===== src/rtl/adcseq_pkg.sv =====
package adcseq_pkg;
    localparam int NSEQ        = 4;
    localparam int NENT        = 8;
    localparam int DW          = 12;
    localparam int CHW         = 4;
    localparam int NTRIG       = 4;
    localparam int AVG_MAX_LOG = 6;
    localparam int FIFO_DEPTH  = 8;
    localparam int SEQW        = $clog2(NSEQ);
    localparam int ENTW        = $clog2(NENT);
    localparam int ACCW        = DW + AVG_MAX_LOG;

    localparam logic [5:0] A_TRIGSEL = 6'h00;
    localparam logic [5:0] A_START   = 6'h01;
    localparam logic [5:0] A_STATUS  = 6'h02;
    localparam logic [5:0] A_CLEAR   = 6'h03;
    localparam logic [5:0] A_AVG     = 6'h04;
    localparam logic [5:0] A_FIFO    = 6'h08;
    localparam logic [5:0] A_ENTRY   = 6'h20;

    typedef struct packed {
        logic           temp;
        logic           flag_en;
        logic           last;
        logic           diff;
        logic [CHW-1:0] chan;
    } entry_t;

    typedef enum logic {ENG_IDLE, ENG_CONV} eng_state_t;

    function automatic logic [2:0] clamp_avg(input logic [2:0] k);
        return (k > 3'(AVG_MAX_LOG)) ? 3'(AVG_MAX_LOG) : k;
    endfunction
endpackage


===== src/rtl/adcseq_fifo.sv =====
module adcseq_fifo #(
    parameter int DW    = 12,
    parameter int DEPTH = 8
) (
    input  logic          clk,
    input  logic          rst,
    input  logic          push,
    input  logic [DW-1:0] din,
    input  logic          pop,
    output logic [DW-1:0] dout,
    output logic          ovf,
    output logic          unf
);
    localparam int AW = $clog2(DEPTH);
    localparam int CW = $clog2(DEPTH + 1);

    logic [DW-1:0] mem [DEPTH];
    logic [AW-1:0] wr_p, rd_p;
    logic [CW-1:0] count;
    logic          full, empty, do_push, do_pop;

    assign full    = (count == CW'(DEPTH));
    assign empty   = (count == '0);
    assign do_push = push && !full;
    assign do_pop  = pop && !empty;
    assign ovf     = push && full;
    assign unf     = pop && empty;
    assign dout    = empty ? '0 : mem[rd_p];

    always_ff @(posedge clk) begin
        if (rst) begin
            wr_p  <= '0;
            rd_p  <= '0;
            count <= '0;
        end else begin
            if (do_push) begin
                mem[wr_p] <= din;
                wr_p      <= AW'((32'(wr_p) + 1) % DEPTH);
            end
            if (do_pop) rd_p <= AW'((32'(rd_p) + 1) % DEPTH);
            count <= count + CW'(do_push) - CW'(do_pop);
        end
    end


    fill_bound_chk: assert property (@(posedge clk) disable iff (rst)
        count <= CW'(DEPTH));

    drop_on_full_chk: assert property (@(posedge clk) disable iff (rst)
        (push && full && !pop) |=> (count == CW'(DEPTH)));
endmodule


===== src/rtl/adcseq_arb.sv =====
module adcseq_arb #(
    parameter int N = 4
) (
    input  logic                 clk,
    input  logic                 rst,
    input  logic [N-1:0]         pend,
    output logic [N-1:0]         gnt,
    output logic [$clog2(N)-1:0] gnt_idx,
    output logic                 any
);
    always_comb begin
        gnt     = '0;
        gnt_idx = '0;
        for (int i = N - 1; i >= 0; i--) begin
            if (pend[i]) begin
                gnt     = '0;
                gnt[i]  = 1'b1;
                gnt_idx = $clog2(N)'(i);
            end
        end
    end
    assign any = |pend;


    grant_onehot_chk: assert property (@(posedge clk) disable iff (rst)
        $onehot0(gnt) && ((gnt & ~pend) == '0) && (any == (gnt != '0)));

    grant_lowest_chk: assert property (@(posedge clk) disable iff (rst)
        ((gnt - N'(1)) & pend & ~gnt) == '0);
endmodule


===== src/rtl/adcseq_engine.sv =====
module adcseq_engine
    import adcseq_pkg::*;
(
    input  logic                      clk,
    input  logic                      rst,
    input  logic                      pend_any,
    input  logic [SEQW-1:0]           gnt_idx,
    input  entry_t [NSEQ*NENT-1:0]    table_i,
    input  logic [2:0]                avg_log,
    output logic                      take,
    output logic                      conv_req,
    output logic [CHW-1:0]            conv_chan,
    output logic                      conv_diff,
    output logic                      conv_temp,
    input  logic                      conv_ack,
    input  logic [DW-1:0]             conv_data,
    output logic                      push,
    output logic [SEQW-1:0]           push_seq,
    output logic [DW-1:0]             push_data,
    output logic                      flag_set
);
    eng_state_t              state;
    logic [SEQW-1:0]         seq;
    logic [ENTW-1:0]         ent;
    logic [AVG_MAX_LOG-1:0]  cnt;
    logic [ACCW-1:0]         acc, acc_n;
    logic [2:0]              avg_q;
    logic [AVG_MAX_LOG:0]    lim;
    entry_t                  cur;
    logic                    cnt_done, seq_end;

    assign cur       = table_i[{seq, ent}];
    assign take      = (state == ENG_IDLE) && pend_any;
    assign conv_req  = (state == ENG_CONV);
    assign conv_chan = cur.chan;
    assign conv_diff = cur.diff;
    assign conv_temp = cur.temp;

    assign acc_n     = acc + ACCW'(conv_data);
    assign lim       = ((AVG_MAX_LOG+1)'(1) << avg_q) - (AVG_MAX_LOG+1)'(1);
    assign cnt_done  = ({1'b0, cnt} == lim);
    assign push      = conv_req && conv_ack && cnt_done;
    assign push_seq  = seq;
    assign push_data = DW'(acc_n >> avg_q);
    assign flag_set  = push && cur.flag_en;
    assign seq_end   = cur.last || (ent == ENTW'(NENT - 1));

    always_ff @(posedge clk) begin
        if (rst) begin
            state <= ENG_IDLE;
            seq   <= '0;
            ent   <= '0;
            cnt   <= '0;
            acc   <= '0;
            avg_q <= '0;
        end else if (take) begin
            state <= ENG_CONV;
            seq   <= gnt_idx;
            ent   <= '0;
            cnt   <= '0;
            acc   <= '0;
            avg_q <= clamp_avg(avg_log);
        end else if (conv_req && conv_ack) begin
            if (cnt_done) begin
                cnt <= '0;
                acc <= '0;
                if (seq_end) state <= ENG_IDLE;
                else         ent   <= ent + 1'b1;
            end else begin
                cnt <= cnt + 1'b1;
                acc <= acc_n;
            end
        end
    end


    chan_hold_chk: assert property (@(posedge clk) disable iff (rst)
        (conv_req && !conv_ack) |=> (conv_req && $stable(conv_chan)));

    no_preempt_chk: assert property (@(posedge clk) disable iff (rst)
        (conv_req && !(push && seq_end)) |=> (conv_req && $stable(seq)));
endmodule


===== src/rtl/adcseq_top.sv =====
module adcseq_top
    import adcseq_pkg::*;
(
    input  logic             clk,
    input  logic             rst,
    input  logic [5:0]       bus_addr,
    input  logic             bus_we,
    input  logic             bus_re,
    input  logic [31:0]      bus_wdata,
    output logic [31:0]      bus_rdata,
    input  logic [NTRIG-1:0] trig_in,
    output logic             conv_req,
    output logic [CHW-1:0]   conv_chan,
    output logic             conv_diff,
    output logic             conv_temp,
    input  logic             conv_ack,
    input  logic [DW-1:0]    conv_data
);
    entry_t [NSEQ*NENT-1:0] tbl;
    logic [NSEQ-1:0][3:0]   trig_sel;
    logic [2:0]             avg_log;
    logic [NSEQ-1:0]        pend, raw, ovf_st, unf_st, hw_hit, gnt, take_mask;
    logic [NSEQ-1:0]        sw_set, raw_set, clr_raw, ovf_p, unf_p, pop;
    logic [NSEQ-1:0][DW-1:0] fifo_out;
    logic [NTRIG-1:0]       trig_q, rise;
    logic [SEQW-1:0]        gnt_idx, push_seq;
    logic                   any, take, push, flag_set, wr_clr;
    logic [DW-1:0]          push_data;

    assign rise    = trig_in & ~trig_q;
    assign sw_set  = (bus_we && bus_addr == A_START) ? bus_wdata[NSEQ-1:0] : '0;
    assign wr_clr  = bus_we && (bus_addr == A_CLEAR);
    assign clr_raw = wr_clr ? bus_wdata[NSEQ-1:0] : '0;
    assign take_mask = take ? gnt : '0;

    for (genvar s = 0; s < NSEQ; s++) begin : g_seq
        assign hw_hit[s]  = (trig_sel[s] != 4'd0) && (trig_sel[s] <= 4'(NTRIG))
                            && rise[2'(trig_sel[s] - 4'd1)];
        assign raw_set[s] = flag_set && (push_seq == SEQW'(s));
        assign pop[s]     = bus_re && (bus_addr == A_FIFO + 6'(s));

        adcseq_fifo #(.DW(DW), .DEPTH(FIFO_DEPTH)) fifo_i (
            .clk(clk), .rst(rst),
            .push(push && (push_seq == SEQW'(s))), .din(push_data),
            .pop(pop[s]), .dout(fifo_out[s]), .ovf(ovf_p[s]), .unf(unf_p[s])
        );
    end

    adcseq_arb #(.N(NSEQ)) arb_i (
        .clk(clk), .rst(rst), .pend(pend),
        .gnt(gnt), .gnt_idx(gnt_idx), .any(any)
    );

    adcseq_engine eng_i (
        .clk(clk), .rst(rst), .pend_any(any), .gnt_idx(gnt_idx),
        .table_i(tbl), .avg_log(avg_log), .take(take),
        .conv_req(conv_req), .conv_chan(conv_chan), .conv_diff(conv_diff),
        .conv_temp(conv_temp), .conv_ack(conv_ack), .conv_data(conv_data),
        .push(push), .push_seq(push_seq), .push_data(push_data),
        .flag_set(flag_set)
    );

    always_ff @(posedge clk) begin
        if (rst) begin
            tbl      <= '0;
            trig_sel <= '0;
            avg_log  <= '0;
            pend     <= '0;
            raw      <= '0;
            ovf_st   <= '0;
            unf_st   <= '0;
            trig_q   <= '0;
        end else begin
            trig_q <= trig_in;
            pend   <= (pend & ~take_mask) | sw_set | hw_hit;
            raw    <= (raw & ~clr_raw) | raw_set;
            ovf_st <= (ovf_st & ~(wr_clr ? bus_wdata[2*NSEQ-1:NSEQ] : '0)) | ovf_p;
            unf_st <= (unf_st & ~(wr_clr ? bus_wdata[3*NSEQ-1:2*NSEQ] : '0)) | unf_p;
            if (bus_we) begin
                if (bus_addr == A_TRIGSEL) trig_sel <= bus_wdata[4*NSEQ-1:0];
                if (bus_addr == A_AVG)     avg_log  <= bus_wdata[2:0];
                if (bus_addr[5]) tbl[{bus_addr[SEQW+ENTW-1:ENTW], bus_addr[ENTW-1:0]}]
                                     <= bus_wdata[7:0];
            end
        end
    end

    always_comb begin
        bus_rdata = '0;
        case (bus_addr)
            A_TRIGSEL: bus_rdata = 32'(trig_sel);
            A_STATUS:  bus_rdata = 32'({unf_st, ovf_st, raw});
            A_AVG:     bus_rdata = 32'(avg_log);
            default: begin
                for (int s = 0; s < NSEQ; s++)
                    if (bus_addr == A_FIFO + 6'(s)) bus_rdata = 32'(fifo_out[s]);
            end
        endcase
    end


    raw_rise_chk: assert property (@(posedge clk) disable iff (rst)
        1'b1 |=> ((raw & ~$past(raw) & ~$past(raw_set)) == '0));

    raw_clear_chk: assert property (@(posedge clk) disable iff (rst)
        wr_clr |=> ((raw & $past(clr_raw & ~raw_set)) == '0));
endmodule


===== config.mk =====
export PLATFORM = sky130hd
export DESIGN_NAME = adcseq_top
export DESIGN_NICKNAME = d
export VERILOG_FILES = /design/src/rtl/adcseq_pkg.sv /design/src/rtl/adcseq_fifo.sv /design/src/rtl/adcseq_arb.sv /design/src/rtl/adcseq_engine.sv /design/src/rtl/adcseq_top.sv
export SDC_FILE = /design/constraint.sdc
export NUM_CORES = 1
export LEC_CHECK = 0
export ABC_AREA = 1
export BUFFER_PORTS_ARGS = -buffer_cell sky130_fd_sc_hd__buf_2
export CORE_MARGIN = 2
export CORE_UTILIZATION = 30
export DETAILED_ROUTE_END_ITERATION = 16
export PLACE_DENSITY = 0.41
export SLEW_MARGIN = 20
export SYNTH_ARGS = -nofsm -noshare
export SYNTH_HDL_FRONTEND = slang
export SYNTH_SLANG_ARGS = --single-unit

===== constraint.sdc =====
create_clock -name clk -period 10.2 [get_ports clk]
set_clock_uncertainty 0.05 [all_clocks]
set_input_delay 2.04 -clock clk [delete_from_list [all_inputs] [get_ports clk]]
set_output_delay 2.04 -clock clk [all_outputs]
set_load 0.01 [all_outputs]

==> impl_results.md, run 1 <==
* Slew HR at about a fifth
* Share of layout cells above drive strength 1 at 8.66%
* Flops & latches, synth at 764
* Routed Antenna Nets at 0
* Clk slew on worst S/H paths at 60 ps
* DR DRC count at 0
* First-pass GRT wire length at roughly 160000 microns
* Initial antenna violation count at 12
* RePlAce Congestion at 0.829
* Crit start category: input port
* Final Hold Viols at 0
* Final setup fails at 0
* Crit path kind: in2out
* Most frequent cells in the layout: o21ai_0, nor2_1, edfxtp_1
* Max-cap violation count at 0
* Worst EP arrival at between 4000 and 5000 ps
* Area growth syn-to-layout at 13.9%
* Area taken by multi-input logic gates at 12100 sq um
* HP Class: reg2reg
* Global route hottest layer: met2
* Overall die width at 336 microns
* Outcome: complete, no violations
* Max FO, Critical Path at 11
* Ports at 98
* Via density at 5.01
* CTS tree: done
* RSZ-0062 raised after global routing: no
* Post-DR wirelength/cell at slightly above 20 microns
* Required time of the critical path at 8110 ps
* Post-Synthesis Cells at about 3600
* DR vias at 25500
* Clock sink count at 764
* Post-Synthesis Cell Area at 33000 sq um
* Setup Buffers After CTS at 0
* Starting Density at a little over 30%
* H-Tree Depth at 3
* GRT Total Usage at ~18%
* Power Dens Cells at 175 nW/um^2
* Max-slew violation count at 0
* Core Area at 109000 sq um
* Asr flop ratio synth at 0%
* DRT Wirelength at 104000 microns
* Vias in the first global route at approximately 24000
* Post_cts resized at 0
* FILL cells at 11300
* Hold_sp: g_seq[0].fifo_i.rd_p[2]
* Seq/Total Area, Yosys at 58.0%
* Drt pass-1 iters at 5
* FMAX at about 0.15 GHz
* Top_reg_cell synth: edfxtp_1
* Count of unique library cells instantiated by Yosys at between 40 and 50
* Clk_lat worst skew at roughly 670 ps
* CP Capture Type: output port
* Synth Warn # at 0
* Congestion Overflow GR at 0
* Slew @ Worst Pin at 1170 ps
* Post-synth EDFFs at 384
* Final net count at 3712
* Total negative slack at 0 ps
* CTS Buffer Depth at 3
* Number of port buffers at 65
* 1st-iter DRT viols at 1691
* Hold-fix buffers, CTS at 0
* Root Driver: clkbuf_16
* Minimum clock period after layout at about 6600 ps
* CP startpoint: bus_addr[4]
* Chip height at around 340 microns
* Register area at 19100 sq um
* Maximum VDD drop at 0.131 mV
* Grt met3 use at roughly 2.9%
* Met1 GRT Util at 25.6%
* Commonest non-fill, non-tap cell in the layout: o21ai_0
* Leak at 0.0137 uW
* Fin crit share at between 60% and 70%
* RR Startpoint: eng_i.avg_q[2]
* Pre-CTS worst setup slack at approximately 3700 ps
* Hpwl dp at 62600 microns
* Total CTS buffers at 88
* Largest net degree at the start of global routing at 125
* Row Count at between 100 and 150
* Syn_area_per_cell at between 9 and 10 sq um
* Grt met2 use at 29.2%
* Die ar. at ~110000 sq um
* Final WS setup at around 3600 ps
power by group:
group	switching, uW	leakage (uW)	internal, uW
sequential	7.14	0.00652	3260
combinational	205	0.00577	51.5
clock	1330	0.00137	1740
total	1540	0.0137	5050
path summary, 6_finish.rpt:
path                               end  slack [ps]  depth (start not counted)
max                       bus_rdata[0]        3650                         11
min            g_seq[0].fifo_i.rd_p[2]         400                          1
max reg2reg  g_seq[0].fifo_i.mem[7][2]        5910                         14
min reg2reg    g_seq[0].fifo_i.rd_p[2]         400                          1
cell usage after synthesis, types with 9 or more instances:
master,n,area share [%]
o221ai_1,46,1.2
o21ai_0,609,9.2
nand4_1,28,0.53
buf_4,17,0.39
nand3_1,179,2.7
buf_2,10,0.15
edfxtp_1,384,35
nor3_1,17,0.26
mux2i_1,12,0.36
nand2_1,302,3.4
o32ai_1,13,0.34
inv_2,13,0.15
ha_1,52,2.0
a21oi_1,346,5.2
buf_1,9,0.10
inv_1,190,2.2
clkinv_1,12,0.14
xor2_1,13,0.34
nor2_1,546,6.2
clkbuf_1,215,2.4
o22ai_1,58,1.1
o211ai_1,72,1.6
dfxtp_1,380,23
kinds of logic (layout without fill, tap and decap cells):
kind of cell             Yosys count  after routing  share of synthesized area, %
XOR/XNOR                          19             19                         0.504
adder cells (fa/ha/maj)           57             57                          2.27
multiplexers                      12             12                         0.364
buffers and inverters            467            525                          5.56
AND/OR/NAND/NOR                 1099           1099                          13.8
AO/OA/AOI/OAI                   1178           1178                          19.5
other                              1             22                        0.0114
flip-flops                       764            764                          58.0
stage by stage:
step	instance area [sq um]	hold slack, ps	power (uW)	util, %	cells
final	37600	395	6590	34.5	5090
after global routing	37600	442	6830	34.5	5088
after CTS	37600	391	6690	34.5	5084
after detailed placement	34800	389	3590	31.9	4920
after global placement	34800	382	3600	31.9	4920
after floorplan	33100	362	3470	-	3612
area by class of cell:
class | count | share of cell area, %
clock buffers | 119 | 6.38
flip-flops and latches | 764 | 50.9
inverters | 215 | 2.17
well taps | 1414 | 4.70
multi-input cells | 2381 | 32.3
diodes | 6 | 0.0399
repair buffers | 146 | 2.48
clock inverters | 45 | 1.04
state kept, by name, summed over array words and instances (netlist names), named ones only:
register and flops:
pend 4, g_seq.fifo_i.mem 384, eng_i.ent 3, tbl 256, avg_log 3, g_seq.fifo_i.rd_p 12, eng_i.avg_q 3, unf_st 4
trig_sel 16, eng_i.acc 18, g_seq.fifo_i.wr_p 12, trig_q 4, eng_i.cnt 6, g_seq.fifo_i.count 16, ovf_st 4, raw 4
eng_i.push_seq 2, eng_i.conv_req 1
layer usage:
| layer | vias up | part of all wire (%) |
|---|---|---|
| li1 | 12600 | - |
| met1 | 12300 | 48 |
| met2 | 460 | 46 |
| met3 | 140 | 4.0 |
| met4 | 6 | 2.3 |
| met5 | - | 0.040 |
critical path, cell delays in order:
cell	delay, ps
buf_2	140
nor2_1	150
inv_1	70
nor2_1	190
inv_1	80
nor2_1	670
inv_1	390
nor2_1	180
a221oi_1	140
nand3_1	230
buf_2	150
Power figures use the tool's default switching activity.
==> run 2: changes to the inputs <==
--- a/config.mk
+++ b/config.mk
@@ -10,7 +10,7 @@
 export CORE_MARGIN = 2
 export CORE_UTILIZATION = 30
 export DETAILED_ROUTE_END_ITERATION = 16
-export PLACE_DENSITY = 0.41
+export PLACE_DENSITY = 0.43
 export SLEW_MARGIN = 20
 export SYNTH_ARGS = -nofsm -noshare
 export SYNTH_HDL_FRONTEND = slang
==> constraint.sdc (replaced) <==
create_clock -name clk -period 5.6 [get_ports clk]
set_clock_uncertainty 0.05 [all_clocks]
set_input_delay 1.12 -clock clk [delete_from_list [all_inputs] [get_ports clk]]
set_output_delay 1.12 -clock clk [all_outputs]
set_load 0.01 [all_outputs]
==> run 2 against run 1 <==
  * Sequential share of layout area shrank 0.38 points
  * Combinational power grew 83%
  * Utilization grew 0.26 points
  * Final cell count is essentially flat
  * Largest cell class unchanged
  * Global-route usage shrank 0.19 points
  * Clock power grew 91%
  * Critical path depth shrank 3
  * Total power grew 86%
  * Register-to-register slack lost 4500 ps
  * Die area is the same
  * Non-clock buffer count grew 7
  * Count of clock-buffer cells in the layout grew 9
==> impl_results.md, run 2 (synthesis results as in run 1) <==
* Final Hold Viols at 0 (unchanged)
* CTS tree: done
* Ports at 98 (unchanged)
* Share of layout cells above drive strength 1 at 9.16% (+0.50 points)
* Post_cts resized at 0 (unchanged)
* Hold depth at 1 (unchanged)
* WP depth at 8 (-3)
* Die ar. at 113000 sq um (unchanged)
* First-pass GRT wire length at 156000 microns (-0.81%)
* HP Class: reg2reg
* Final net count at 3719 (+0.19%)
* Max-slew violation count at 0 (unchanged)
* Total Power at 12300 uW (+86%)
* 1st-iter DRT viols at 1815 (+7.3%)
* Core Area at 109000 sq um (unchanged)
* DR DRC count at 0 (unchanged)
* Largest net degree at the start of global routing at 144 (+15%)
* Initial antenna violation count at 11 (-1)
* Maximum VDD drop at 0.191 mV (+45%)
* Routed Antenna Nets at 0 (unchanged)
* Area taken by multi-input logic gates at 12200 sq um (+0.19%)
* Number of port buffers at 65 (unchanged)
* FMAX at 0.214 GHz
* Congestion Overflow GR at 0 (unchanged)
* Final hold slack at 394 ps (-1.22 ps)
* DRT Wirelength at 103000 microns (-1.3%)
* Minimum clock period after layout at 4670 ps
* Hpwl dp at 62400 microns (-0.19%)
* Drt pass-1 iters at 5 (unchanged)
* Via density at 5.03 (+0.29%)
* RePlAce Congestion at 0.846 (+2.0%)
* Worst EP arrival at 3500 ps (-960 ps)
* Clock sink count at 764 (unchanged)
* Crit path buffers/inverters at 2 (-3)
* Hold-fix buffers, CTS at 0 (unchanged)
* Power Dens Cells at 324 nW/um^2 (+85%)
* Post-DR wirelength/cell at 20.2 microns (-1.4%)
* FILL cells at 11200 (-0.47%)
* Crit-path cells: clkinv_1, o21ai_0, o21ai_0, o211ai_1, o21ai_0, nor2_1, nand4_1, buf_2
* RSZ-0062 raised after global routing: no
* Chip height at 336 microns (unchanged)
* Outcome: complete, no violations
* Critical path's top delay family: compound AO/OA/AOI/OAI gates
* Max-cap violation count at 0 (unchanged)
* Commonest non-fill, non-tap cell in the layout: o21ai_0
* Max reg flops at 384 (unchanged)
* Starting Density at 30.3% (unchanged)
* Fin crit share at between 80% and 90%
* Largest stage delay, worst path at 780 ps (+110 ps)
* GRT Total Usage at 18.1% (-0.19 points)
* Slew HR at 24.7% (+3.4 points)
* Row Count at 121 (unchanged)
* Crit path max-delay cell type: clkinv_1
* Largest regs: g_seq.fifo_i.mem: 384 flops, tbl: 256 flops, eng_i.acc: 18 flops
* Area growth syn-to-layout at 14.8%
* Final setup fails at 0 (unchanged)
* H-Tree Depth at 3 (unchanged)
* Most frequent CP cell: o21ai_0
* CP Capture Type: output port
* Total negative slack at 0 ps (unchanged)
* Max FO, Critical Path at 34 (+23)
* Most frequent cells in the layout: o21ai_0, nor2_1, edfxtp_1
* Required time of the critical path at 4430 ps (-3680 ps)
* Vias in the first global route at 24300 (-0.49%)
* Clk slew on worst S/H paths at 50 ps (about the same)
* Slew @ Worst Pin at 1120 ps (-48.2 ps)
* Clk_lat worst skew at 670 ps (about the same)
* Total CTS buffers at 88 (unchanged)
* Root Driver: clkbuf_16
* Crit start category: register
* Overall die width at 336 microns (unchanged)
* CTS Buffer Depth at 3 (unchanged)
* DR vias at 25600 (+0.35%)
* Reg2Reg Depth at 17 (+3)
* Crit path kind: reg2out
* Largest Register: g_seq.fifo_i.mem
* Leak at 0.0138 uW (+0.89%)
* Setup Buffers After CTS at 0 (unchanged)
* Register area at 19100 sq um (unchanged)
## run 2: cell count changes in the layout (fill, tap and decap cells not counted), sizes merged
cell,change
inv,-4
buf,+7
clkinv,-9
clkinvlp,+1
diode,-5
clkbuf,+9
bufinv,+4
## run 2: worst paths after layout
kind                                              start                   endpoint  slack (ps)
worst max-delay path                           register               bus_rdata[3]         930
worst min-delay path            g_seq[0].fifo_i.rd_p[2]    g_seq[0].fifo_i.rd_p[2]         390
worst max register to register           eng_i.avg_q[0]  g_seq[2].fifo_i.mem[0][2]        1420
worst min register to register  g_seq[0].fifo_i.rd_p[2]    g_seq[0].fifo_i.rd_p[2]         390
## run 2: layer usage
layer	part of all wire [%]	vias up	global-route usage, %
li1	-	12700	-
met3	4.2	151	2.84
met5	0.066	-	0
met2	46	482	28.9
met1	48	12300	25.3
met4	2.2	10	4.98
## run 2: power breakdown
part	switching, uW	leakage [uW]	internal, uW
combinational	371	0.00581	96.8
sequential	14.9	0.00652	5940
clock	2410	0.00145	3460
total	2790	0.0138	9500
## run 2: cell type report
class                           count  area share (%)
Sequential cell                   764            50.5
Multi-Input combinational cell   2381            32.1
Clock buffer                      128            6.63
Tap cell                         1414            4.67
Timing Repair Buffer              153            2.70
Inverter                          215            2.16
Clock inverter                     37            1.22
Antenna cell                        1         0.00660
## run 2: per-stage QoR
stage / util, % / area (sq um) / cells / worst slack (ps)
after CTS: 34.7 / 37900 / 5092 / 984
after floorplan: - / 33100 / 3612 / 2030
after global placement: 32.0 / 34900 / 4927 / 1070
final: 34.8 / 37900 / 5093 / 931
after global routing: 34.8 / 37900 / 5093 / 583
after detailed placement: 32.0 / 34900 / 4927 / 985
==> run 3: changes to the inputs <==
--- a/config.mk
+++ b/config.mk
@@ -5,12 +5,12 @@
 export SDC_FILE = /design/constraint.sdc
 export NUM_CORES = 1
 export LEC_CHECK = 0
-export ABC_AREA = 1
+export ABC_AREA = 0
 export BUFFER_PORTS_ARGS = -buffer_cell sky130_fd_sc_hd__buf_2
 export CORE_MARGIN = 2
 export CORE_UTILIZATION = 30
 export DETAILED_ROUTE_END_ITERATION = 16
-export PLACE_DENSITY = 0.43
+export PLACE_DENSITY = 0.41
 export SLEW_MARGIN = 20
 export SYNTH_ARGS = -nofsm -noshare
 export SYNTH_HDL_FRONTEND = slang
==> constraint.sdc (replaced) <==
create_clock -name clk -period 4.8 [get_ports clk]
set_clock_uncertainty 0.05 [all_clocks]
set_input_delay 0.96 -clock clk [delete_from_list [all_inputs] [get_ports clk]]
set_output_delay 0.96 -clock clk [all_outputs]
set_load 0.01 [all_outputs]
==> run 3 against run 2 <==
  * Via count shrank 16%
  * First-iteration DRC count down 14%
  * Synthesized cell count fell by 27%
  * Register-to-register slack got worse by 650 ps
  * Critical path depth down 3
  * Utilization up 0.24 points
  * Sequential cell count unchanged
  * Critical endpoint is now conv_chan[0]
==> impl_results.md, run 3 <==
* Hold endpoint: tbl[55]
* Power Dens Cells at 359 nW/um^2 (+11%)
* Register area at 19200 sq um (about the same)
* Post_cts resized at 0 (unchanged)
* Commonest non-fill, non-tap cell in the layout: edfxtp_1
* GRT Total Usage at 17.2% (-0.90 points)
* Hold_sp: tbl[55]
* Slew @ Worst Pin at 1140 ps (+14.6 ps)
* First-pass GRT wire length at 145000 microns (-6.6%)
* Top-count cell post-synth: edfxtp_1
* Net Sw Frac at 21.8% (-0.97 points)
* Reg2Reg Depth at 14 (-3)
* Synth area leaders: edfxtp_1, dfxtp_1, mux4_2
* CTS Buffer Depth at 3 (unchanged)
* Post-synth top cells: edfxtp_1, dfxtp_1, nor2_1
* Area leader, netlist: edfxtp_1
* Row Count at 122 (+0.83%)
* DR vias at 21500 (-16%)
* DRT Wirelength at 97800 microns (-4.8%)
* Final hold slack at 400 ps (+5.98 ps)
* Congestion Overflow GR at 0 (unchanged)
* Leak at 0.0128 uW (-6.9%)
* Max FO, Critical Path at 40 (+18%)
* Minimum clock period after layout at 4520 ps
* Final Hold Viols at 0 (unchanged)
* Routed Antenna Nets at 0 (unchanged)
* Ports at 98 (unchanged)
* FILL cells at 10900 (-3.1%)
* Crit start category: register
* Count of unique library cells instantiated by Yosys at 74 (+64%)
* Final net count at 2828 (-24%)
* Total CTS buffers at 87 (-1.1%)
* H-Tree Depth at 3 (unchanged)
* Post-synth EDFFs at 384 (unchanged)
* Top_reg_cell synth: edfxtp_1
* Vias in the first global route at 21900 (-9.8%)
* Synth top area share at 34.5% (-0.39 points)
* Reg-to-Reg End: g_seq[3].fifo_i.count[1]
* Hold-fix buffers, CTS at 0 (unchanged)
* 1st-iter DRT viols at 1569 (-14%)
* HP Class: reg2reg
* Largest regs: g_seq.fifo_i.mem: 384 flops, tbl: 256 flops, eng_i.acc: 18 flops
* Most frequent cells in the layout: edfxtp_1, dfxtp_1, nor2_1
* Die ar. at 114000 sq um (+1.1%)
* Clock sink count at 764 (unchanged)
* Clk_lat worst skew at 650 ps (-20 ps)
* Outcome: complete, no violations
* Maximum VDD drop at 0.260 mV (+37%)
* Syn_area_per_cell at 12.7 sq um (+38%)
* Largest net degree at the start of global routing at 139 (-3.5%)
* Flops & latches, synth at 764 (unchanged)
* CP startpoint: eng_i.ent[0]
* Clk slew on worst S/H paths at 60 ps (about the same)
* Initial antenna violation count at 10 (-1)
* Final Core Density at 35.0% (+0.24 points)
* Post-DR wirelength/cell at 22.9 microns (+13%)
* FF-to-FF setup slack at 770 ps (-650 ps)
* Hpwl dp at 63900 microns (+2.3%)
* Final setup fails at 0 (unchanged)
* Number of port buffers at 65 (unchanged)
* Fin crit share at 94.2%
* Overall die width at 338 microns (+0.56%)
* Required time of the critical path at 3790 ps (-640 ps)
* Seq/Total Area, Yosys at 57.3% (-0.65 points)
* Max-slew violation count at 0 (unchanged)
* Post-Synthesis Cell Area at 33400 sq um (+1.1%)
* Crit path kind: reg2out
* Placed instance area at 35800 sq um (+2.7%)
* Total negative slack at 0 ps (unchanged)
* Starting Density at 30.2% (-0.075 points)
* Share of layout cells above drive strength 1 at 20.1% (+11 points)
* Area growth syn-to-layout at 15.8%
* Clk pwr share at 47.8% (about the same)
* Hold depth at 2 (+1)
* Via density at 5.04 (+0.18%)
* Root Driver: clkbuf_16
* RSZ-0062 raised after global routing: no
* Final WS setup at 280 ps (-652 ps)
* DR DRC count at 0 (unchanged)
* Worst EP arrival at 3510 ps (about the same)
* RR Startpoint: eng_i.avg_q[0]
* Slew HR at 23.8% (-0.98 points)
* Setup Buffers After CTS at 0 (unchanged)
* Post-Synthesis Cells at 2639 (-27%)
* Largest Register: g_seq.fifo_i.mem
* Max reg flops at 384 (unchanged)
* Max-cap violation count at 0 (unchanged)
* Pre-CTS worst setup slack at 468 ps (-517 ps)
* RePlAce Congestion at 0.780 (-7.8%)
* Logic pwr share at 2.8% (-1.0 points)
* Net switching power at 3020 uW (+8.2%)
* CP Capture Type: output port
* Core Area at 111000 sq um (+1.4%)
* Drt pass-1 iters at 5 (unchanged)
* Sequential power share at 49.4% (+1.0 points)
* Post-route cell area at 38700 sq um (+2.1%)
* Synth Warn # at 0 (unchanged)
* Chip height at 338 microns (+0.56%)
* Area taken by multi-input logic gates at 13500 sq um (+11%)
* Internal Power at 10900 uW (+14%)
* CTS tree: done
* FMAX at approximately 0.22 GHz
* Asr flop ratio synth at 0% (unchanged)
run 3: stage by stage:
stage / total power (uW) / instances
floorplan: 7240 / 2654
global placement: 7390 / 4111
detailed placement: 7400 / 4111
CTS: 14100 / 4271
global route: 14400 / 4273
finish: 13900 / 4274
run 3: worst max-delay path, stage by stage, from the launching register on:
cell and delay (ps):
dfxtp_4 990, buf_4 310, mux4_2 520, mux4_2 550, mux2_2 300, buf_2 150
run 3: cell families after synthesis:
| kind of cell | Yosys count | synth area share, % |
|---|---|---|
| and+or+nand+nor | 797 | 10.9 |
| DFF | 764 | 57.3 |
| muxes | 442 | 20.2 |
| AOI/OAI and AO/OA | 279 | 5.10 |
| buffers and inverters | 257 | 3.14 |
| adders and majority gates | 57 | 2.25 |
| xor gates and xnor gates | 42 | 1.10 |
| other | 1 | 0.0112 |
run 3: final cells by class:
cell class	count	area share (%)
Antenna cell	3	0.0194
Clock buffer	115	6.27
Clock inverter	45	1.05
Inverter	60	0.582
Multi-Input combinational cell	1633	34.8
Sequential cell	764	49.5
Tap cell	1488	4.81
Timing Repair Buffer	166	2.96
run 3: routing by layer:
layer	global-route usage [%]	wire (microns)
met5	0	34
met4	3.83	1440
met3	2.86	5110
met2	28.1	46600
met1	23.8	44600
run 3: worst max-delay path by stage:
stage | end | cells past startpoint
global route | conv_chan[2] | 5
global placement | g_seq[0].fifo_i.mem[2][7] | 11
floorplan | g_seq[2].fifo_i.mem[1][0] | 14
finish | conv_chan[0] | 5
CTS | bus_rdata[0] | 7
detailed placement | g_seq[0].fifo_i.mem[2][7] | 11
run 3: power by group through the flow:
stage / clock (uW) / combinational, uW / sequential [uW]
floorplan: 0 / 237 / 7000
global placement: 0 / 386 / 7010
detailed placement: 0 / 396 / 7010
CTS: 6840 / 396 / 6870
global route: 7080 / 423 / 6870
finish: 6630 / 390 / 6870
